**config.mk**
```make
export PLATFORM = sky130hd
export DESIGN_NAME = ydc_calc
export DESIGN_NICKNAME = d
export VERILOG_FILES = /design/src/rtl/ydc_pkg.sv /design/src/rtl/ydc_refgen.sv /design/src/rtl/ydc_div.sv /design/src/rtl/ydc_calc.sv
export SDC_FILE = /design/constraint.sdc
export NUM_CORES = 1
export LEC_CHECK = 0
export BUFFER_PORTS_ARGS = -buffer_cell sky130_fd_sc_hd__buf_2
export CAP_MARGIN = 20
export CORE_AREA = 5 5 223 225
export DETAILED_ROUTE_END_ITERATION = 6
export DIE_AREA = 0 0 228 230
export PLACE_DENSITY_LB_ADDON = 0.25
export SETUP_SLACK_MARGIN = 0.1
export SYNTH_ARGS = -nofsm -noshare
export SYNTH_HDL_FRONTEND = slang
export SYNTH_SLANG_ARGS = --single-unit
```
**constraint.sdc**
```tcl
create_clock -name clk -period 8.81 [get_ports clk]
set_input_delay 0.881 -clock clk [delete_from_list [all_inputs] [get_ports clk]]
set_output_delay 0.881 -clock clk [all_outputs]
set_load 0.02 [all_outputs]
```
**src/rtl/ydc_pkg.sv**
```systemverilog
package ydc_pkg;
    typedef enum logic [2:0] {
        ST_IDLE,
        ST_PREP,
        ST_DIV,
        ST_NEXT,
        ST_FAULT
    } ydc_state_e;
endpackage

```
**src/rtl/ydc_refgen.sv**
```systemverilog
// Forms the positive cell reference for every phase from captured inputs.
module ydc_refgen #(
    parameter int W   = 16,
    parameter int NPH = 3,
    parameter int RW  = W + 1
) (
    input  logic [NPH*W-1:0] cmd_bus,
    input  logic [W-1:0]     mag,
    input  logic [W-1:0]     corr,
    input  logic [W-1:0]     vin,
    input  logic             dpwm,
    output logic [RW-1:0]    ref_arr [NPH]
);
    localparam int SW = W + 3;

    logic signed [SW-1:0] cext [NPH];
    logic signed [SW-1:0] cmin;
    logic signed [SW-1:0] mag_x;
    logic signed [SW-1:0] corr_x;
    logic signed [SW-1:0] vin_x;

    assign mag_x  = $signed({{(SW-W){1'b0}}, mag});
    assign vin_x  = $signed({{(SW-W){1'b0}}, vin});
    assign corr_x = $signed({{(SW-W){corr[W-1]}}, corr});

    always_comb begin
        cmin = cext[0];
        for (int i = 1; i < NPH; i++) begin
            if (cext[i] < cmin) cmin = cext[i];
        end
    end

    for (genvar gp = 0; gp < NPH; gp++) begin : g_ph
        logic signed [SW-1:0] sum;
        assign cext[gp] = $signed({{(SW-W){cmd_bus[gp*W+W-1]}}, cmd_bus[gp*W +: W]});
        assign sum = dpwm ? (cext[gp] - cmin + vin_x)
                          : (cext[gp] + mag_x + corr_x);
        // negative clamps to zero, excess saturates
        assign ref_arr[gp] = sum[SW-1]           ? '0 :
                             (|sum[SW-2:RW])     ? '1 :
                             sum[RW-1:0];
    end
endmodule

```
**src/rtl/ydc_div.sv**
```systemverilog
// Restoring divider for num <= den: quotient = floor(num * 2^(QW-1) / den).
module ydc_div #(
    parameter int NUM_W = 17,
    parameter int QW    = 16
) (
    input  logic             clk,
    input  logic             rst_n,
    input  logic             load,
    input  logic             step,
    input  logic [NUM_W-1:0] num,
    input  logic [NUM_W-1:0] den,
    output logic [QW-1:0]    quo,
    output logic             last
);
    localparam int CW = $clog2(QW);

    logic [NUM_W:0]   rem;
    logic [NUM_W:0]   diff;
    logic [NUM_W-1:0] den_q;
    logic [CW-1:0]    cnt;

    assign diff = rem - {1'b0, den_q};
    assign last = (cnt == CW'(QW-1));

    always_ff @(posedge clk or negedge rst_n) begin
        if (!rst_n) begin
            rem   <= '0;
            den_q <= '0;
            quo   <= '0;
            cnt   <= '0;
        end else if (load) begin
            rem   <= {1'b0, num};
            den_q <= den;
            quo   <= '0;
            cnt   <= '0;
        end else if (step) begin
            if (!diff[NUM_W]) begin
                quo <= {quo[QW-2:0], 1'b1};
                rem <= {diff[NUM_W-1:0], 1'b0};
            end else begin
                quo <= {quo[QW-2:0], 1'b0};
                rem <= {rem[NUM_W-1:0], 1'b0};
            end
            cnt <= cnt + 1'b1;
        end
    end
endmodule

```
**src/rtl/ydc_calc.sv**
```systemverilog
module ydc_calc
    import ydc_pkg::*;
#(
    parameter int W    = 16,
    parameter int FRAC = 15,
    parameter int NPH  = 3
) (
    input  logic                      clk,
    input  logic                      rst_n,
    input  logic                      start,
    input  logic [1:0]                mode_sel,
    input  logic [NPH*W-1:0]          cmd_bus,
    input  logic [W-1:0]              mag,
    input  logic [W-1:0]              corr,
    input  logic [W-1:0]              vin,
    input  logic [W-1:0]              vin_min,
    output logic [NPH*(FRAC+1)-1:0]   buck_duty,
    output logic [NPH*(FRAC+1)-1:0]   boost_cduty,
    output logic [NPH-1:0]            boost_mask,
    output logic                      done,
    output logic                      err
);
    localparam int DW  = FRAC + 1;
    localparam int RW  = W + 1;
    localparam int PHW = (NPH > 1) ? $clog2(NPH) : 1;
    localparam logic [DW-1:0] ONE = {1'b1, {FRAC{1'b0}}};

    ydc_state_e state, state_nx;

    logic [NPH*W-1:0] cmd_q;
    logic [W-1:0]     mag_q, corr_q, vin_q;
    logic             dpwm_q;
    logic [PHW-1:0]   idx;
    logic             boost_q;
    logic [RW-1:0]    ref_arr [NPH];
    logic [RW-1:0]    sel_ref, div_num, div_den;
    logic             sel_boost, vin_bad, div_last, last_phase;
    logic [DW-1:0]    quo, q_sat;
    logic [DW-1:0]    buck_r  [NPH];
    logic [DW-1:0]    cduty_r [NPH];

    ydc_refgen #(.W(W), .NPH(NPH), .RW(RW)) u_ref (
        .cmd_bus (cmd_q),
        .mag     (mag_q),
        .corr    (corr_q),
        .vin     (vin_q),
        .dpwm    (dpwm_q),
        .ref_arr (ref_arr)
    );

    assign sel_ref    = ref_arr[idx];
    assign sel_boost  = sel_ref > {1'b0, vin_q};
    assign div_num    = sel_boost ? {1'b0, vin_q} : sel_ref;
    assign div_den    = sel_boost ? sel_ref : {1'b0, vin_q};
    assign vin_bad    = (vin == '0) || (vin < vin_min);
    assign last_phase = (idx == PHW'(NPH-1));
    assign q_sat      = (quo > ONE) ? ONE : quo;

    ydc_div #(.NUM_W(RW), .QW(DW)) u_div (
        .clk   (clk),
        .rst_n (rst_n),
        .load  (state == ST_PREP),
        .step  (state == ST_DIV),
        .num   (div_num),
        .den   (div_den),
        .quo   (quo),
        .last  (div_last)
    );

    // state register
    always_ff @(posedge clk or negedge rst_n) begin
        if (!rst_n) state <= ST_IDLE;
        else        state <= state_nx;
    end

    // next-state decode
    always_comb begin
        state_nx = state;
        unique case (state)
            ST_IDLE:  if (start) state_nx = vin_bad ? ST_FAULT : ST_PREP;
            ST_PREP:  state_nx = ST_DIV;
            ST_DIV:   if (div_last) state_nx = ST_NEXT;
            ST_NEXT:  state_nx = last_phase ? ST_IDLE : ST_PREP;
            ST_FAULT: state_nx = ST_IDLE;
            default:  state_nx = ST_IDLE;
        endcase
    end

    // outputs and datapath registers
    always_ff @(posedge clk or negedge rst_n) begin
        if (!rst_n) begin
            cmd_q      <= '0;
            mag_q      <= '0;
            corr_q     <= '0;
            vin_q      <= '0;
            dpwm_q     <= 1'b0;
            idx        <= '0;
            boost_q    <= 1'b0;
            boost_mask <= '0;
            done       <= 1'b0;
            err        <= 1'b0;
            for (int i = 0; i < NPH; i++) begin
                buck_r[i]  <= '0;
                cduty_r[i] <= '0;
            end
        end else begin
            done <= 1'b0;
            unique case (state)
                ST_IDLE: begin
                    if (start) begin
                        cmd_q  <= cmd_bus;
                        mag_q  <= mag;
                        corr_q <= corr;
                        vin_q  <= vin;
                        dpwm_q <= (mode_sel != 2'd0);
                        idx    <= '0;
                        if (!vin_bad) err <= 1'b0;
                    end
                end
                ST_PREP: boost_q <= sel_boost;
                ST_DIV: ;
                ST_NEXT: begin
                    boost_mask[idx] <= boost_q;
                    if (boost_q) begin
                        buck_r[idx]  <= ONE;
                        cduty_r[idx] <= q_sat;
                    end else begin
                        buck_r[idx]  <= q_sat;
                        cduty_r[idx] <= ONE;
                    end
                    if (last_phase) begin
                        idx  <= '0;
                        done <= 1'b1;
                    end else begin
                        idx <= idx + 1'b1;
                    end
                end
                ST_FAULT: begin
                    for (int i = 0; i < NPH; i++) begin
                        buck_r[i]  <= '0;
                        cduty_r[i] <= '0;
                    end
                    boost_mask <= '0;
                    err        <= 1'b1;
                    done       <= 1'b1;
                end
                default: ;
            endcase
        end
    end

    for (genvar gp = 0; gp < NPH; gp++) begin : g_out
        assign buck_duty[gp*DW +: DW]   = buck_r[gp];
        assign boost_cduty[gp*DW +: DW] = cduty_r[gp];
    end
endmodule

```
==> qor.yml <==
core_area_um2: 47300
slowest_delay_ns: 0.43
pre_cts_ws_ns: -0.994
grt_pass1_wl_um: 112000
drv_slew: 0
path_depth: 43
end_kind: "flip-flop"
initial_utilization: 0.446
viasPerCell: 5.78
drive_gt1_frac: 0.286
netlist_area_um2: 21100
instances_no_fill: 3441
drc: 0
crit_slowest_cell: "fa_2"
die_area_um2: 52400
grt_pass1_vias: 20300
layout_common_cells: "buf_4 (298), dfrtp_1 (255), buf_2 (216), nand2_1 (203), o21ai_0 (176)"
setup.worst_path.start: "cmd_q[11]"
ioPinCount: 218
ctsHoldBuffers: 0
synth.avg_cell_area_um2: 9.10
synth_warnings: 0
cts.sinks: 259
port_buffers: 217
fp.dieH_um: 230
htreeDepth: 1
area_growth_pct: 28.6
fp.dieW_um: 228
finalHoldViolations: 0
reg2regPathDepth: 43
crit_type: "reg2reg"
wl_um: 71200
max_freq_mhz: 109
synthDistinctLibCells: 90
cp.required_ns: 9.26
grt_overflow: 0
synth_cells: 2323
crit_buf_inv: 9
fin_nets: 3215
row_count: 80
max-cap-violations: 0
synth_top_flop_cell: "dfrtp_1"
numCtsBuffers: 29
place_inst: 3333
clk_latency_ns: 0.58
hold_class: "in2async"
cts_tree: "yes"
whs_ns: 0.352
setup_violations: 33
slew_headroom: 0.235
rsz0062_at_grt: "true"
syn-num-nets: 2735
status: "finished with violations"
synth_edf_count: 0
violations: "negative setup slack"
final_common_cell: "buf_4"
worst_ep_arrival_time_ns: 9.65
clockBufferDepth: 3
grt_usage: 0.262
worstMarginPinSlew_ns: 1.15
cts.clk_slew.worst_paths_ns: 0.06
finalWorstSetupSlack_ns: -0.386
synth_async_sr_flop_share: 1.00
ys_ff_latch: 259
ys_seq_area_frac: 0.307
routedWlPerCell_um: 20.7
path_max_fanout: 8
dr.pass1.iters: 6
finalCritPeriodShare: 1.04
reg2reg_from: "cmd_q[11]"
hpwlAfterDp_um: 56300
crit_top_cell: "buf_4"
tns_ns: -11.00
start_kind: "flip-flop"
clock-root-buffer: "clkbuf_16"
drt_iter0_drc: 1625
vias: 19900
grt_max_degree: 158
finalCriticalPeriod_ns: 9.20
antenna_found_initial: 2
skew_ns: 0.0123
cp_top_family: "compound AO/OA/AOI/OAI gates"
ant_nets: 0
place_congestion: 0.982
-- stage by stage --
stage / util / instance area [um^2]
after CTS: 0.562 / 26600
after global routing: 0.574 / 27200
final: 0.574 / 27200
after detailed placement: 0.527 / 24900
after floorplan: - / 21400
after global placement: 0.527 / 24900
-- final timing paths --
kind	slack [ns]	end
setup / recovery	-0.39	u_div.rem[2]
hold / removal	0.35	u_div.rem[5]
setup reg to reg	-0.39	u_div.rem[2]
hold reg to reg	0.47	err
max in group asynchronous	7.11	cmd_q[15]
min in group clk	0.47	err
-- timing repair --
item | CTS | global route
buffers inserted | 34 | 12
gates resized for setup | 83 | 71
cloned | 4 | 1
pin swaps | 43 | 39
setup endpoints to repair | 33 | 33
-- worst register-to-register path: cells and delay by family (launching register included) --
kind | cells | cell delay (ns)
AO/OA/AOI/OAI | 21 | 4.28
buffers and inverters | 9 | 1.44
adder cells (fa/ha/maj) | 5 | 1.43
AND/OR/NAND/NOR | 7 | 1.18
multiplexers | 1 | 0.37
flip-flops | 1 | 0.36
-- per-layer routing --
layer,part of all wire,vias up,GRT usage,routed length [um]
li1,-,9310,-,-
met1,0.41,9729,0.341,29400
met2,0.49,704,0.452,34700
met3,0.062,149,0.0361,4450
met4,0.038,2,0.0879,2680
met5,0.00018,-,0,13
-- flip-flops by register name, indices dropped and copies added (netlist names), 3 cells and up --
signal / flops
boost_cduty: 48
buck_duty: 48
cmd_q: 48
u_div.rem: 18
u_div.den_q: 17
corr_q: 16
mag_q: 16
u_div.quo: 16
vin_q: 16
u_div.cnt: 4
boost_mask: 3
state: 3
-- cells in the mapped netlist (24+ instances only) --
library cell / instances / share of area
dfrtp_1: 259 / 0.31
xnor2_1: 46 / 0.019
nand2_1: 205 / 0.036
o21a_1: 27 / 0.0096
xor2_1: 32 / 0.013
mux2i_1: 40 / 0.019
nand2b_1: 26 / 0.0077
a211oi_1: 31 / 0.011
nor3_1: 41 / 0.0097
ha_1: 192 / 0.11
a21o_1: 56 / 0.020
inv_1: 140 / 0.025
mux2_2: 59 / 0.031
nor2b_1: 26 / 0.0077
nand3_1: 99 / 0.023
a22o_1: 24 / 0.0099
a21oi_1: 173 / 0.041
nor2_1: 179 / 0.032
fa_1: 103 / 0.098
clkbuf_1: 74 / 0.013
o21ai_0: 186 / 0.044
-- kinds of logic after synthesis --
| logic type | synth area share |
|---|---|
| compound gates | 0.206 |
| xor+xnor | 0.0323 |
| fa+ha+maj | 0.212 |
| buf+inv | 0.0436 |
| flops | 0.307 |
| mux | 0.0511 |
| simple gates | 0.148 |
-- final cells by class --
cell class | count | area (um^2)
Timing Repair Buffer | 540 | 3750
Multi-Input combinational cell | 1830 | 14700
Sequential cell | 259 | 6490
Inverter | 143 | 539
Fill cell | 4107 | 20200
Tap cell | 615 | 769
Antenna cell | 1 | 2.50
Clock buffer | 45 | 846
Clock inverter | 8 | 114
Power is not shown: default switching activity piles up to over one toggle a cycle in this logic, so the estimate is an artifact.
